**config.mk**
```make
export PLATFORM = sky130hd
export DESIGN_NAME = tdl_launcher
export DESIGN_NICKNAME = d
export VERILOG_FILES = /design/src/rtl/tdl_pkg.sv /design/src/rtl/tdl_desc_regs.sv /design/src/rtl/tdl_tid_alloc.sv /design/src/rtl/tdl_launch_ctrl.sv /design/src/rtl/tdl_launcher.sv
export SDC_FILE = /design/constraint.sdc
export NUM_CORES = 1
export LEC_CHECK = 0
export ABC_CLOCK_PERIOD_IN_PS = 5600
export BUFFER_PORTS_ARGS = -buffer_cell sky130_fd_sc_hd__clkbuf_2
export CAP_MARGIN = 10
export CORE_UTILIZATION = 58
export CTS_CLUSTER_SIZE = 25
export DETAILED_ROUTE_END_ITERATION = 12
export PLACE_DENSITY = 0.78
export SYNTH_ARGS = -nofsm -noshare
export SYNTH_HDL_FRONTEND = slang
export SYNTH_SLANG_ARGS = --single-unit
```
**constraint.sdc**
```tcl
create_clock -name clk -period 5.6 [get_ports clk]
set_input_delay 0.28 -clock clk [delete_from_list [all_inputs] [get_ports clk]]
set_output_delay 0.28 -clock clk [all_outputs]
set_load 0.02 [all_outputs]
```
**src/rtl/tdl_pkg.sv**
```systemverilog
package tdl_pkg;

  localparam int REG_W = 32;

  // register indices; index 5 is the launch trigger
  localparam logic [2:0] IDX_LOCAL  = 3'd0;
  localparam logic [2:0] IDX_REMOTE = 3'd1;
  localparam logic [2:0] IDX_COUNT  = 3'd2;
  localparam logic [2:0] IDX_DEST   = 3'd3;
  localparam logic [2:0] IDX_PRIO   = 3'd4;
  localparam logic [2:0] IDX_LAUNCH = 3'd5;
  localparam logic [2:0] IDX_STATUS = 3'd6;

  typedef enum logic [2:0] {
    KIND_READ     = 3'd0,
    KIND_WRITE    = 3'd1,
    KIND_WRITE_RS = 3'd2,
    KIND_STREAM   = 3'd3,
    KIND_ATOMIC   = 3'd4,
    KIND_MAINT    = 3'd5
  } xfer_kind_e;

  typedef enum logic [1:0] {
    ST_IDLE  = 2'd0,
    ST_SEEK  = 2'd1,
    ST_OFFER = 2'd2
  } launch_state_e;

  function automatic logic kind_legal(input logic [2:0] k);
    return k <= KIND_MAINT;
  endfunction

  function automatic logic kind_holds_tag(input logic [2:0] k);
    return (k == KIND_READ) || (k == KIND_WRITE_RS) ||
           (k == KIND_ATOMIC) || (k == KIND_MAINT);
  endfunction

endpackage

```
**src/rtl/tdl_desc_regs.sv**
```systemverilog
module tdl_desc_regs
  import tdl_pkg::*;
#(
  parameter int ADDR_W = 32,
  parameter int CNT_W  = 32,
  parameter int DEST_W = 16,
  parameter int PRIO_W = 2
) (
  input  logic              clk,
  input  logic              rst,
  input  logic              wr_en,
  input  logic              rd_en,
  input  logic [2:0]        idx,
  input  logic [REG_W-1:0]  wr_data,
  input  logic [REG_W-1:0]  status_word,
  output logic [ADDR_W-1:0] local_q,
  output logic [ADDR_W-1:0] remote_q,
  output logic [CNT_W-1:0]  count_q,
  output logic [DEST_W-1:0] dest_q,
  output logic [PRIO_W-1:0] prio_q,
  output logic [2:0]        kind_q,
  output logic [REG_W-1:0]  rd_data
);

  logic [REG_W-1:0] rd_mux;

  always_ff @(posedge clk) begin
    if (rst) begin
      local_q  <= '0;
      remote_q <= '0;
      count_q  <= '0;
      dest_q   <= '0;
      prio_q   <= '0;
      kind_q   <= '0;
    end else if (wr_en) begin
      case (idx)
        IDX_LOCAL:  local_q  <= wr_data[ADDR_W-1:0];
        IDX_REMOTE: remote_q <= wr_data[ADDR_W-1:0];
        IDX_COUNT:  count_q  <= wr_data[CNT_W-1:0];
        IDX_DEST:   dest_q   <= wr_data[DEST_W-1:0];
        IDX_PRIO:   prio_q   <= wr_data[PRIO_W-1:0];
        IDX_LAUNCH: kind_q   <= wr_data[2:0];
        default: ;
      endcase
    end
  end

  always_comb begin
    rd_mux = '0;
    case (idx)
      IDX_LOCAL:  rd_mux[ADDR_W-1:0] = local_q;
      IDX_REMOTE: rd_mux[ADDR_W-1:0] = remote_q;
      IDX_COUNT:  rd_mux[CNT_W-1:0]  = count_q;
      IDX_DEST:   rd_mux[DEST_W-1:0] = dest_q;
      IDX_PRIO:   rd_mux[PRIO_W-1:0] = prio_q;
      IDX_LAUNCH: rd_mux[2:0]        = kind_q;
      IDX_STATUS: rd_mux             = status_word;
      default:    rd_mux             = '0;
    endcase
  end

  always_ff @(posedge clk) begin
    if (rst)        rd_data <= '0;
    else if (rd_en) rd_data <= rd_mux;
  end


  local_wr_chk: assert property (@(posedge clk) disable iff (rst)
    (wr_en && idx == IDX_LOCAL) |=> local_q == $past(wr_data[ADDR_W-1:0]));

endmodule

```
**src/rtl/tdl_tid_alloc.sv**
```systemverilog
module tdl_tid_alloc #(
  parameter int TID_W = 8
) (
  input  logic             clk,
  input  logic             rst,
  input  logic             seek,
  input  logic             hold_tag,
  input  logic             cpl_valid,
  input  logic [TID_W-1:0] cpl_tid,
  output logic             tid_free,
  output logic [TID_W-1:0] cand_tid
);

  localparam int NUM_TID = 1 << TID_W;

  logic [NUM_TID-1:0] reserved;
  logic               take;

  assign tid_free = !reserved[cand_tid];
  assign take     = seek && tid_free && hold_tag;

  always_ff @(posedge clk) begin
    if (rst) begin
      reserved <= '0;
      cand_tid <= '0;
    end else begin
      if (seek)      cand_tid <= cand_tid + 1'b1;
      if (cpl_valid) reserved[cpl_tid] <= 1'b0;
      if (take)      reserved[cand_tid] <= 1'b1;
    end
  end


  tag_kept_chk: assert property (@(posedge clk) disable iff (rst)
    take |=> reserved[$past(cand_tid)]);


  tag_freed_chk: assert property (@(posedge clk) disable iff (rst)
    (cpl_valid && !(take && cand_tid == cpl_tid)) |=> !reserved[$past(cpl_tid)]);

endmodule

```
**src/rtl/tdl_launch_ctrl.sv**
```systemverilog
module tdl_launch_ctrl
  import tdl_pkg::*;
#(
  parameter int ADDR_W = 32,
  parameter int CNT_W  = 32,
  parameter int DEST_W = 16,
  parameter int PRIO_W = 2,
  parameter int TID_W  = 8
) (
  input  logic              clk,
  input  logic              rst,
  input  logic              launch_wr,
  input  logic [2:0]        launch_kind,
  input  logic              clear_wr,
  input  logic [2:1]        clear_bits,
  input  logic [ADDR_W-1:0] local_q,
  input  logic [ADDR_W-1:0] remote_q,
  input  logic [CNT_W-1:0]  count_q,
  input  logic [DEST_W-1:0] dest_q,
  input  logic [PRIO_W-1:0] prio_q,
  input  logic              tid_free,
  input  logic [TID_W-1:0]  cand_tid,
  input  logic              req_ready,
  output logic              seek,
  output logic              hold_tag,
  output logic              req_valid,
  output logic [2:0]        req_kind,
  output logic [TID_W-1:0]  req_tid,
  output logic [ADDR_W-1:0] req_local,
  output logic [ADDR_W-1:0] req_remote,
  output logic [CNT_W-1:0]  req_count,
  output logic [DEST_W-1:0] req_dest,
  output logic [PRIO_W-1:0] req_prio,
  output logic              busy,
  output logic              err_flag,
  output logic              ovr_flag
);

  launch_state_e state;

  assign seek      = (state == ST_SEEK);
  assign hold_tag  = kind_holds_tag(req_kind);
  assign req_valid = (state == ST_OFFER);
  assign busy      = (state != ST_IDLE);

  always_ff @(posedge clk) begin
    if (rst) begin
      state      <= ST_IDLE;
      req_kind   <= '0;
      req_tid    <= '0;
      req_local  <= '0;
      req_remote <= '0;
      req_count  <= '0;
      req_dest   <= '0;
      req_prio   <= '0;
    end else begin
      case (state)
        ST_IDLE: if (launch_wr && kind_legal(launch_kind)) begin
          state      <= ST_SEEK;
          req_kind   <= launch_kind;
          req_local  <= local_q;
          req_remote <= remote_q;
          req_count  <= count_q;
          req_dest   <= dest_q;
          req_prio   <= prio_q;
        end
        ST_SEEK: if (tid_free) begin
          state   <= ST_OFFER;
          req_tid <= cand_tid;
        end
        ST_OFFER: if (req_ready) state <= ST_IDLE;
        default: state <= ST_IDLE;
      endcase
    end
  end

  always_ff @(posedge clk) begin
    if (rst) begin
      err_flag <= 1'b0;
      ovr_flag <= 1'b0;
    end else begin
      if (launch_wr && busy)                                   ovr_flag <= 1'b1;
      else if (clear_wr && clear_bits[2])                      ovr_flag <= 1'b0;
      if (launch_wr && !busy && !kind_legal(launch_kind))      err_flag <= 1'b1;
      else if (clear_wr && clear_bits[1])                      err_flag <= 1'b0;
    end
  end


  req_hold_chk: assert property (@(posedge clk) disable iff (rst)
    (req_valid && !req_ready) |=> (req_valid && $stable(req_tid) && $stable(req_kind)
      && $stable(req_local) && $stable(req_remote) && $stable(req_count)
      && $stable(req_dest) && $stable(req_prio)));


  bad_kind_chk: assert property (@(posedge clk) disable iff (rst)
    (launch_wr && !busy && !kind_legal(launch_kind)) |=> (!busy && err_flag));


  overrun_chk: assert property (@(posedge clk) disable iff (rst)
    (launch_wr && busy) |=> ovr_flag);

endmodule

```
**src/rtl/tdl_launcher.sv**
```systemverilog
module tdl_launcher
  import tdl_pkg::*;
#(
  parameter int ADDR_W = 32,
  parameter int CNT_W  = 32,
  parameter int DEST_W = 16,
  parameter int PRIO_W = 2,
  parameter int TID_W  = 8
) (
  input  logic              clk,
  input  logic              rst,
  input  logic              cfg_wr_en,
  input  logic              cfg_rd_en,
  input  logic [2:0]        cfg_idx,
  input  logic [31:0]       cfg_wdata,
  output logic [31:0]       cfg_rdata,
  input  logic              cpl_valid,
  input  logic [TID_W-1:0]  cpl_tid,
  output logic              req_valid,
  input  logic              req_ready,
  output logic [2:0]        req_kind,
  output logic [TID_W-1:0]  req_tid,
  output logic [ADDR_W-1:0] req_local_addr,
  output logic [ADDR_W-1:0] req_remote_addr,
  output logic [DEST_W-1:0] req_dest_id,
  output logic [CNT_W-1:0]  req_byte_count,
  output logic [PRIO_W-1:0] req_prio,
  output logic              busy
);

  logic [ADDR_W-1:0] local_q, remote_q;
  logic [CNT_W-1:0]  count_q;
  logic [DEST_W-1:0] dest_q;
  logic [PRIO_W-1:0] prio_q;
  logic [2:0]        kind_q;
  logic [31:0]       status_word;
  logic              err_flag, ovr_flag;
  logic              seek, hold_tag, tid_free;
  logic [TID_W-1:0]  cand_tid;
  logic              launch_wr, clear_wr;

  assign launch_wr = cfg_wr_en && (cfg_idx == IDX_LAUNCH);
  assign clear_wr  = cfg_wr_en && (cfg_idx == IDX_STATUS);

  always_comb begin
    status_word    = '0;
    status_word[0] = busy;
    status_word[1] = err_flag;
    status_word[2] = ovr_flag;
  end

  tdl_desc_regs #(
    .ADDR_W(ADDR_W), .CNT_W(CNT_W), .DEST_W(DEST_W), .PRIO_W(PRIO_W)
  ) u_regs (
    .clk(clk), .rst(rst), .wr_en(cfg_wr_en), .rd_en(cfg_rd_en), .idx(cfg_idx),
    .wr_data(cfg_wdata), .status_word(status_word),
    .local_q(local_q), .remote_q(remote_q), .count_q(count_q),
    .dest_q(dest_q), .prio_q(prio_q), .kind_q(kind_q), .rd_data(cfg_rdata)
  );

  tdl_tid_alloc #(.TID_W(TID_W)) u_tags (
    .clk(clk), .rst(rst), .seek(seek), .hold_tag(hold_tag),
    .cpl_valid(cpl_valid), .cpl_tid(cpl_tid),
    .tid_free(tid_free), .cand_tid(cand_tid)
  );

  tdl_launch_ctrl #(
    .ADDR_W(ADDR_W), .CNT_W(CNT_W), .DEST_W(DEST_W), .PRIO_W(PRIO_W), .TID_W(TID_W)
  ) u_ctrl (
    .clk(clk), .rst(rst), .launch_wr(launch_wr), .launch_kind(cfg_wdata[2:0]),
    .clear_wr(clear_wr), .clear_bits(cfg_wdata[2:1]),
    .local_q(local_q), .remote_q(remote_q), .count_q(count_q),
    .dest_q(dest_q), .prio_q(prio_q),
    .tid_free(tid_free), .cand_tid(cand_tid), .req_ready(req_ready),
    .seek(seek), .hold_tag(hold_tag), .req_valid(req_valid),
    .req_kind(req_kind), .req_tid(req_tid),
    .req_local(req_local_addr), .req_remote(req_remote_addr),
    .req_count(req_byte_count), .req_dest(req_dest_id), .req_prio(req_prio),
    .busy(busy), .err_flag(err_flag), .ovr_flag(ovr_flag)
  );


  rise_busy_chk: assert property (@(posedge clk) disable iff (rst)
    $rose(req_valid) |-> busy);


  handshake_drop_chk: assert property (@(posedge clk) disable iff (rst)
    (req_valid && req_ready) |=> (!req_valid && !busy));


  no_launch_chk: assert property (@(posedge clk) disable iff (rst)
    (!busy && !(cfg_wr_en && cfg_idx == IDX_LAUNCH)) |=> !busy);

endmodule

```
==> parameters.txt <==
Parameter                              Value

Routing
  Remaining routing DRC violations ... 0
  Vias post-DR ... 21,700
  1st-pass router iterations ... 10
  WL final ... 73.4 mm
  Drt initial violations ... 2,887
  Antenna viol nets, final ... 0
  Vias per cell ... 6.61
  Routed wirelength normalized by instance count ... 22.4 um

Synth
  Synth area leaders ... sky130_fd_sc_hd__dfxtp_1 (46%), sky130_fd_sc_hd__nand2_1 (9.9%), sky130_fd_sc_hd__o31ai_1 (8.2%)
  Cell types with the highest counts after synthesis ... sky130_fd_sc_hd__nand2_1 (619), sky130_fd_sc_hd__dfxtp_1 (542), sky130_fd_sc_hd__a21oi_1 (274), sky130_fd_sc_hd__o31ai_1 (256), sky130_fd_sc_hd__o211ai_1 (250)
  Cell area after technology mapping ... 0.0234 mm2
  Syn Nets ... 2,692
  Synthesized instance count ... 2,639
  Most frequent cell after synthesis ... sky130_fd_sc_hd__nand2_1
  Register area share after synthesis ... 46.4%
  Post-synth top flop ... sky130_fd_sc_hd__dfxtp_1
  Area share of the leading cell type in the synthesized netlist ... 46.4%
  Post-synthesis register bit count ... 542
  Fraction of synthesis flops using an asynchronous set or reset pin ... 0%
  Most area-hungry cell type in the Yosys netlist ... sky130_fd_sc_hd__dfxtp_1
  Number of synthesized flops with an enable pin ... 0
  Unique masters post-synth ... 50
  Mean instance size in the synthesized netlist ... 8.86 um2
  Yosys warning total ... 0

Global route
  Wire length of the first global-routing pass ... 114 mm
  Met2 routing resource usage after global routing ... 56.5%
  Met3 track demand over resource in global routing ... 7.19%
  Aggregate global routing overflow ... 0
  Most congested layer reported by global routing ... met2
  Met1 track demand over resource ... 44.5%
  GRT Resource Usage Total ... 34.9%
  Vias in the first global route ... 20,500
  Maximum number of pins on one net before global-route repair ... 116
  Number of antenna violations at the first check in global routing ... 0

Setup path
  Crit Path Max Fanout ... 96
  Max stage delay on crit path ... 0.96 ns
  Startpoint type of the worst setup path ... flip-flop
  Crit path kind ... reg -> reg
  Flop2flop setup slack ... 1.19 ns
  Category of the worst setup path capture point ... flip-flop
  Required @ worst endpoint ... 6.10 ns
  List of cells traversed by the critical path ... nor2b_1, a22o_1, nor3_1, a31oi_1, a311oi_1, or4_1, o21a_4, buf_12, o31ai_1
  Launch point of the worst reg-to-reg path ... u_tags.cand_tid[0]$_SDFFE_PP0N_
  Reg2reg path depth ... 9
  Worst flop-to-flop path endpoint ... u_tags.reserved[210]$_SDFF_PP0_
  Data arrival, critical path ... 4.90 ns
  Slowest-stage cell, CP ... sky130_fd_sc_hd__nor2b_1

Place
  Final weighted congestion in routability-driven placement ... 0.947
  Port Buf Inserts ... 207
  Half-perimeter wire length after detailed placement ... 46.1 mm
  Worst setup slack before clock tree synthesis ... 1.28 ns

STA
  Final count of negative-setup-slack endpoints ... 0
  Worst Max-Slew Pin Slew ... 1.23 ns
  Unrepaired setup endpoints after global routing ... false
  Final cycle utilization of the critical path ... 78.7%
  Setup clock skew after layout ... 0.0261 ns
  Max-slew violation total from the final report ... 0
  Total negative slack for setup checks ... 0 ns
  Final Critical Period ... 4.41 ns
  Final-report hold violation count ... 0
  Highest clock frequency the design can meet ... 227 MHz
  Slew HR ... 18.0%
  Setup slack of the critical path after layout ... 1.19 ns

CTS
  CTS Root Buffer Type ... sky130_fd_sc_hd__clkbuf_16
  Clock latency on the worst-skew pair ... 0.63 ns
  Number of buffers inserted during clock tree synthesis ... 54
  Clock sink total ... 542
  Cts repair resizes ... 0
  Buffers from clock root to sink, at most ... 3
  CTS clk-pin slew, worst paths ... 0.06 ns
  Setup Buffers After CTS ... 0
  Number of levels the H-tree was split into ... 2
  TritonCTS clock tree ... done

Die
  Total number of placement rows ... 73
  Die extent in x ... 203 um
  Ports placed on the boundary ... 208
  CORE AREA ... 0.0397 mm2
  Chip height ... 203 um
  Starting Density ... 58.8%
  Floorplan die area ... 0.0411 mm2

Run status
  Outcome ... complete, no violations

Min path
  Sink of the worst hold path ... u_ctrl.state[1]$_SDFFE_PP0P_
  Hold Path Cell Cnt ... 3
  Worst min path class ... in -> reg
  Worst Hold Launch ... req_ready

Power and ir drop
  Peak ir drop on the vdd network ... 253 uV
  Leakage power total ... 8.83 nW
  PD cells ... 295 mW/mm2

Layout
  Share of final-layout standard cells stronger than drive strength 1 ... 14.1%
  Number of antenna cells inserted ... 0
  Synthesis-to-layout area growth ... 12.2%
  Final-stage net count ... 2,766

Flow run
  Maximum capacitance violations ... 0
## per-layer routing
layer,wire length [um],vias up
li1,-,9695
met1,28000,10400
met2,34200,1356
met3,7730,260
met4,3380,0
met5,0,-
## timing repair
item	in CTS	in global routing
hold buffers	30	0
setup endpoints to repair	0	0
endpoints found under the hold margin	106	0
## kinds of logic after synthesis
family,after synthesis,share of synthesized area (%)
multiplexers,142,8.82
adder cells (fa/ha/maj),4,0.214
buffers and inverters,260,5.28
XOR/XNOR,6,0.225
AND/OR/NAND/NOR,824,14.5
AO/OA/AOI/OAI,861,24.5
flip-flops,542,46.4
## cell usage in the layout (no fill, tap or decap), drive strengths merged, types with 5 or more instances in the layout
cell / netlist / routed
inv: 8 / 9
o211ai: 250 / 250
o22ai: 5 / 5
clkbuf: 198 / 289
and2: 16 / 16
mux4: 51 / 51
dfxtp: 542 / 542
nand2: 619 / 619
nand3: 16 / 16
a22oi: 25 / 25
mux2i: 89 / 89
dlygate4sd3: 0 / 30
clkinv: 0 / 9
buf: 54 / 33
nor2: 78 / 78
and3: 8 / 8
nor3: 8 / 8
a21oi: 274 / 274
o31ai: 256 / 256
a31oi: 6 / 6
o21ai: 22 / 22
nand2b: 11 / 11
nand4: 7 / 7
nor2b: 47 / 47
## power by group
group	switching (mW)	total (mW)	leakage, nW	internal (mW)
combinational	0.253	0.335	3.62	0.0827
clock	1.53	3.52	0.837	1.99
sequential	0.0182	3.90	4.37	3.88
## registers in the layout (all words and copies together) (netlist names)
signal             flops
u_ctrl.req_tid         8
u_ctrl.state           2
u_regs.local_q        32
u_ctrl.req_count      32
u_regs.rd_data        32
u_regs.dest_q         16
u_regs.prio_q          2
u_ctrl.ovr_flag        1
u_ctrl.req_kind        3
u_tags.cand_tid        8
u_regs.kind_q          3
u_ctrl.req_remote     32
u_ctrl.req_local      32
u_tags.reserved      256
u_regs.remote_q       32
u_ctrl.err_flag        1
u_ctrl.req_prio        2
u_ctrl.req_dest       16
u_regs.count_q        32
## worst max-delay path by stage
stage | cells past startpoint | from | slack, ns | to
floorplan | 11 | u_tags.cand_tid[1]$_SDFFE_PP0N_ | 2.69 | u_tags.reserved[100]$_SDFF_PP0_
global placement | 9 | u_tags.cand_tid[0]$_SDFFE_PP0N_ | 1.54 | u_tags.reserved[225]$_SDFF_PP0_
detailed placement | 9 | u_tags.cand_tid[0]$_SDFFE_PP0N_ | 1.28 | u_tags.reserved[228]$_SDFF_PP0_
CTS | 9 | u_tags.cand_tid[0]$_SDFFE_PP0N_ | 1.25 | u_tags.reserved[252]$_SDFF_PP0_
global route | 9 | u_tags.cand_tid[0]$_SDFFE_PP0N_ | 0.91 | u_tags.reserved[228]$_SDFF_PP0_
finish | 9 | u_tags.cand_tid[0]$_SDFFE_PP0N_ | 1.19 | u_tags.reserved[210]$_SDFF_PP0_
## worst max-delay path, delay by kind of cell (launching register included)
family	cells	cell delay (ns)
compound gates	5	1.40
buf+inv	1	0.39
simple gates	3	1.64
flops	1	0.77
## cell type report
class	count	area, um2
Sequential cell	542	10900
Clock buffer	82	1580
Fill cell	3184	13500
Multi-Input combinational cell	1837	11400
Timing Repair Buffer	270	1630
Tap cell	525	657
Inverter	8	35.0
Clock inverter	13	135
## stage by stage
stage | total power, mW | util [%] | instance area (um2) | instances | hold slack, ns
floorplan | 4.19 | - | 23400 | 2639 | 0.416
global placement | 4.28 | 61.0 | 24200 | 3152 | 0.442
detailed placement | 4.29 | 61.0 | 24200 | 3152 | 0.446
CTS | 7.77 | 66.1 | 26200 | 3277 | 0.0140
global route | 7.96 | 66.1 | 26200 | 3277 | 0.0260
finish | 7.75 | 66.1 | 26200 | 3277 | 0.0333
No activity file was read; power rests on OpenSTA's default activity.
